[src/rtl/dual_match_timer.sv]
module dual_match_timer (
  input  logic       clk,
  input  logic       rst_n,
  input  logic       reg_we,
  input  logic [1:0] reg_addr,
  input  logic [7:0] reg_wdata,
  output logic [7:0] reg_rdata,
  input  logic       tick_a,
  input  logic       tick_b,
  output logic       irq
);
  logic       run_a, ien_a, flg_a, casc;
  logic       run_b, ien_b, flg_b;
  logic [7:0] cnt_a, cnt_b, lat_a, lat_b, dat_a, dat_b;

  logic wr_ca, wr_cb, start_a, start_b, stop_a, stop_b, go_a, go_b;
  logic hit_a, hit_b;

  assign wr_ca   = reg_we && reg_addr == 2'd0;
  assign wr_cb   = reg_we && reg_addr == 2'd1;
  assign start_a = wr_ca && reg_wdata[0] && !run_a;
  assign start_b = wr_cb && reg_wdata[0] && !run_b;
  assign stop_a  = wr_ca && !reg_wdata[0];
  assign stop_b  = wr_cb && !reg_wdata[0];
  assign go_a    = tick_a && run_a && !stop_a;
  assign go_b    = !casc && tick_b && run_b && !stop_b;
  assign hit_a   = go_a && (casc ? {cnt_b, cnt_a} == {lat_b, lat_a} : cnt_a == lat_a);
  assign hit_b   = go_b && cnt_b == lat_b;

  assign irq = (flg_a && ien_a) || (!casc && flg_b && ien_b);

  always_comb begin
    case (reg_addr)
      2'd0:    reg_rdata = {4'b0, casc, flg_a, ien_a, run_a};
      2'd1:    reg_rdata = {5'b0, flg_b, ien_b, run_b};
      2'd2:    reg_rdata = dat_a;
      default: reg_rdata = dat_b;
    endcase
  end

  always_ff @(posedge clk) begin
    if (!rst_n) begin
      {run_a, ien_a, casc, run_b, ien_b} <= '0;
      dat_a <= '0;
      dat_b <= '0;
    end else if (reg_we) begin
      case (reg_addr)
        2'd0: {casc, ien_a, run_a} <= {reg_wdata[3], reg_wdata[1:0]};
        2'd1: {ien_b, run_b} <= reg_wdata[1:0];
        2'd2: dat_a <= reg_wdata;
        default: dat_b <= reg_wdata;
      endcase
    end
  end

  always_ff @(posedge clk) begin
    if (!rst_n) begin
      flg_a <= 1'b0;
      flg_b <= 1'b0;
    end else begin
      flg_a <= hit_a || (flg_a && !(wr_ca && !reg_wdata[2]));
      flg_b <= hit_b || (flg_b && !(wr_cb && !reg_wdata[2]));
    end
  end

  always_ff @(posedge clk) begin
    if (!rst_n) begin
      cnt_a <= '0; cnt_b <= '0; lat_a <= '0; lat_b <= '0;
    end else if (casc) begin
      if (start_a || hit_a) begin
        {cnt_b, cnt_a} <= '0;
        {lat_b, lat_a} <= {dat_b, dat_a};
      end else if (go_a) begin
        {cnt_b, cnt_a} <= {cnt_b, cnt_a} + 16'd1;
      end
    end else begin
      if (start_a || hit_a) begin
        cnt_a <= '0;
        lat_a <= dat_a;
      end else if (go_a) begin
        cnt_a <= cnt_a + 8'd1;
      end
      if (start_b || hit_b) begin
        cnt_b <= '0;
        lat_b <= dat_b;
      end else if (go_b) begin
        cnt_b <= cnt_b + 8'd1;
      end
    end
  end

  // a match always raises the flag on the next edge
  a_r4_match_sets_flag: assert property (@(posedge clk) disable iff (!rst_n)
    hit_a |=> flg_a);
  // writing 1 to a clear flag does not set it
  a_r6_write_one_inert: assert property (@(posedge clk) disable iff (!rst_n)
    (wr_ca && reg_wdata[2] && !flg_a && !hit_a) |=> !flg_a);
  // enabled flag A drives irq
  a_r7_irq_follows: assert property (@(posedge clk) disable iff (!rst_n)
    (flg_a && ien_a) |-> irq);
  // stop write with flag clear leaves flag clear
  a_r8_stop_no_flag: assert property (@(posedge clk) disable iff (!rst_n)
    (wr_ca && !reg_wdata[0] && !flg_a) |=> !flg_a);
  // in cascade mode hardware never raises flag B
  a_r10_no_flag_b: assert property (@(posedge clk) disable iff (!rst_n)
    (casc && !flg_b) |=> !flg_b);
endmodule

[config.mk]
export PLATFORM = sky130hd
export DESIGN_NAME = dual_match_timer
export DESIGN_NICKNAME = d
export VERILOG_FILES = /design/src/rtl/dual_match_timer.sv
export SDC_FILE = /design/constraint.sdc
export NUM_CORES = 1
export LEC_CHECK = 0
export ABC_AREA = 0
export BUFFER_PORTS_ARGS = -buffer_cell sky130_fd_sc_hd__buf_2
export CORE_MARGIN = 2
export CORE_UTILIZATION = 59
export DETAILED_ROUTE_END_ITERATION = 8
export PLACE_DENSITY = 0.88
export SLEW_MARGIN = 20
export SYNTH_ARGS = -nofsm -noshare
export SYNTH_HDL_FRONTEND = slang
export SYNTH_SLANG_ARGS = --single-unit
[constraint.sdc]
create_clock -name clk -period 2.58 [get_ports clk]
set_clock_uncertainty 0.15 [all_clocks]
set_input_delay 0.258 -clock clk [delete_from_list [all_inputs] [get_ports clk]]
set_output_delay 0.258 -clock clk [all_outputs]
set_load 0.01 [all_outputs]
==> results.sh <==
export IMPL_die_area_um2=5429
export IMPL_final_antenna_net_count=0
export IMPL_cts_resized=0
export IMPL_clock_sinks=55
export IMPL_p_per_area_nw_per_um2=496.5
export IMPL_critPathSlowestCell="dfxtp_1"
export IMPL_htreeDepth=2
export IMPL_fillCellCount=355
export IMPL_clockRootBuffer="clkbuf_8"
export IMPL_grtUsageTotal_pct=26.36
export IMPL_syn_area_um2=2865
export IMPL_worstSetupPathType="reg2reg"
export IMPL_gp_congestion=0.9006
export IMPL_synth_edf_count=0
export IMPL_cp_start_kind="flop"
export IMPL_synth_top_area_share_pct=38.43
export IMPL_finalCritPeriodShare_pct=91.35
export IMPL_crit_top_cell="o21ai_0"
export IMPL_worstMarginPinSlew_ps=618.1
export IMPL_netlist_top_cells_area="dfxtp_1, mux2i_1, nor2_1"
export IMPL_nNetsFinal=364
export IMPL_io_pins=24
export IMPL_coreArea_um2=4692
export IMPL_hold_viol=0
export IMPL_ys_flop_type="dfxtp_1"
export IMPL_via_count=2430
export IMPL_dr_pass1_iters=4
export IMPL_hold_path_class="in2reg"
export IMPL_tns_ps=0
export IMPL_setup_viol=0
export IMPL_first_iter_violations=227
export IMPL_fin_util_pct=67.49
export IMPL_syn_to_final_growth_pct=10.52
export IMPL_yosysWarnings=0
export IMPL_postCtsHoldBufs=0
export IMPL_critical_path_top_delay_family="compound AO/OA/AOI/OAI gates"
export IMPL_crit_chain="xnor2_1 > nand4_1 > or2_2 > o21ai_0 > o21ai_0 > o31a_1"
export IMPL_place_hpwl_mm=4.997
export IMPL_clk_insertion_delay_late_ps=310
export IMPL_numPortBuffers=23
export IMPL_yosysMostFrequentCell="dfxtp_1"
export IMPL_cts_setup_buffers=0
export IMPL_cts_tree="done"
export IMPL_drt_vias_per_instance=6.045
export IMPL_syn_inst=322
export IMPL_power_total_uw=1572
export IMPL_cts_path_max_buffers=2
export IMPL_overflow=0
export IMPL_relSlewSlack_pct=58.48
export IMPL_status="finished, final reports clean"
export IMPL_grt_pass1_wl_mm=10.88
export IMPL_peakVddDrop_mv=0.4447
export IMPL_drc=0
export IMPL_die_y_um=73.69
export IMPL_diodes=0
export IMPL_layout_drive_gt1_share_pct=15.52
export IMPL_wl_mm=6.704
export IMPL_reg2reg_slack_ps=220
export IMPL_synth_nets=339
export IMPL_synth_seq_cells=55
export IMPL_synth_avg_cell_area_um2=8.898
export IMPL_rows=25
export IMPL_async_flop_share_pct=0
export IMPL_min_period_ps=2357
export IMPL_wl_per_cell_um=16.68
export IMPL_critPathArrivalTime_ps=2420
export IMPL_whs_ps=44.59
export IMPL_grt_max_degree=44
export IMPL_yosys_top_cells_count="dfxtp_1, nor2_1, mux2i_1"
export IMPL_ys_seq_area_share_pct=38.43
export IMPL_initial_utilization_pct=61.07
export IMPL_antenna_found_initial=0
export IMPL_numCtsBuffers=5
export IMPL_maxSlewViolCount=0
export IMPL_crit_path_max_fanout=8
export IMPL_max_cap_violations=0
export IMPL_p_leak_uw=0.001379
export IMPL_grt_pass1_vias=2314
export IMPL_clkTransAtPathRegs_ps=100
export IMPL_synth_cell_type_count=54
export IMPL_synth_area_leader_cell="dfxtp_1"
export IMPL_fmax_ghz=0.4243
export IMPL_place_inst=394
export IMPL_max_stage_delay_ps=510
export IMPL_grt_setup_unrepaired="no"
export IMPL_path_buf_inv=0
export IMPL_endpoint_kind="flop"
export IMPL_fp_dieW_um=73.69
export IMPL_fin_cells=402
export IMPL_critPathRequiredTime_ps=2640
-- placed cells by master, fill, tap and decap left out, types with 2 or more instances in the layout --
cell type and instances:
mux2_2 2, inv_1 5, mux4_2 3, nor3_1 14, o21ai_0 9, nor4_1 3, xnor2_1 14, nor2_1 49
or3_1 3, buf_4 11, nand3b_1 3, or4_1 3, nand2b_1 2, buf_2 23, o31a_1 3, ha_1 2
mux2i_1 38, nor2b_1 6, clkbuf_8 6, nand2_1 22, a21oi_1 9, a31oi_1 6, xor2_1 10, nand4_1 4
o21a_1 2, o211a_1 3, or2b_1 2, nand3_1 10, dfxtp_1 55
-- worst register-to-register path: cells and delay by family (launching register included) --
family | cells | cell delay [ps]
simple gates | 2 | 610
compound gates | 3 | 820
xor+xnor | 1 | 160
flops | 1 | 510
-- cells by family after synthesis --
kind of cell | Yosys count | share of synthesized area, %
multiplexers | 43 | 16.42
adder cells (fa/ha/maj) | 2 | 0.8732
flip-flops | 55 | 38.43
AO/OA/AOI/OAI | 45 | 11.00
buffers and inverters | 22 | 3.101
AND/OR/NAND/NOR | 131 | 22.84
XOR/XNOR | 24 | 7.336
-- power breakdown --
group	internal [uW]	switching [uW]	leakage (uW)
registers	864	14.9	0.000445
logic	71.6	98.2	0.000881
clock network	227	297	0.0000533
-- flip-flops by register name, indices dropped and copies added (netlist names) --
name	flops
cnt_a	8
cnt_b	8
dat_a	8
dat_b	8
lat_a	8
lat_b	8
casc	1
flg_a	1
flg_b	1
ien_a	1
ien_b	1
run_a	1
run_b	1
-- path summary, 6_finish.rpt --
| check | depth (start not counted) | from | to |
|---|---|---|---|
| worst max-delay path | 6 | cnt_b[5] | cnt_b[5] |
| worst min-delay path | 3 | reg_wdata[7] | dat_a[7] |
| worst max register to register | 6 | cnt_b[5] | cnt_b[5] |
| worst min register to register | 2 | ien_a | ien_a |
-- stage by stage --
step	setup slack, ps	area, um^2
CTS	246.7	3167
floorplan	513.0	2865
global route	150.0	3167
finish	223.1	3167
detailed placement	205.0	3064
global placement	206.3	3064
-- per-layer routing --
layer,vias to the layer above,track usage (%),share of wire [%]
met1,1150,34.44,43
met4,0,11.72,2.3
li1,1193,-,-
met3,10,4.115,5.5
met2,77,42.86,49
met5,-,0,0
-- cell type report --
class / instances / area [um^2] / share of cell area, %
clock buffers: 6 / 82.58 / 2.608
clock inverters: 2 / 20.02 / 0.6322
inverters: 6 / 22.52 / 0.7112
multi-input cells: 245 / 1675 / 52.90
flip-flops and latches: 55 / 1101 / 34.77
well taps: 54 / 67.56 / 2.134
repair buffers: 34 / 197.7 / 6.243
Power figures use the tool's default switching activity.
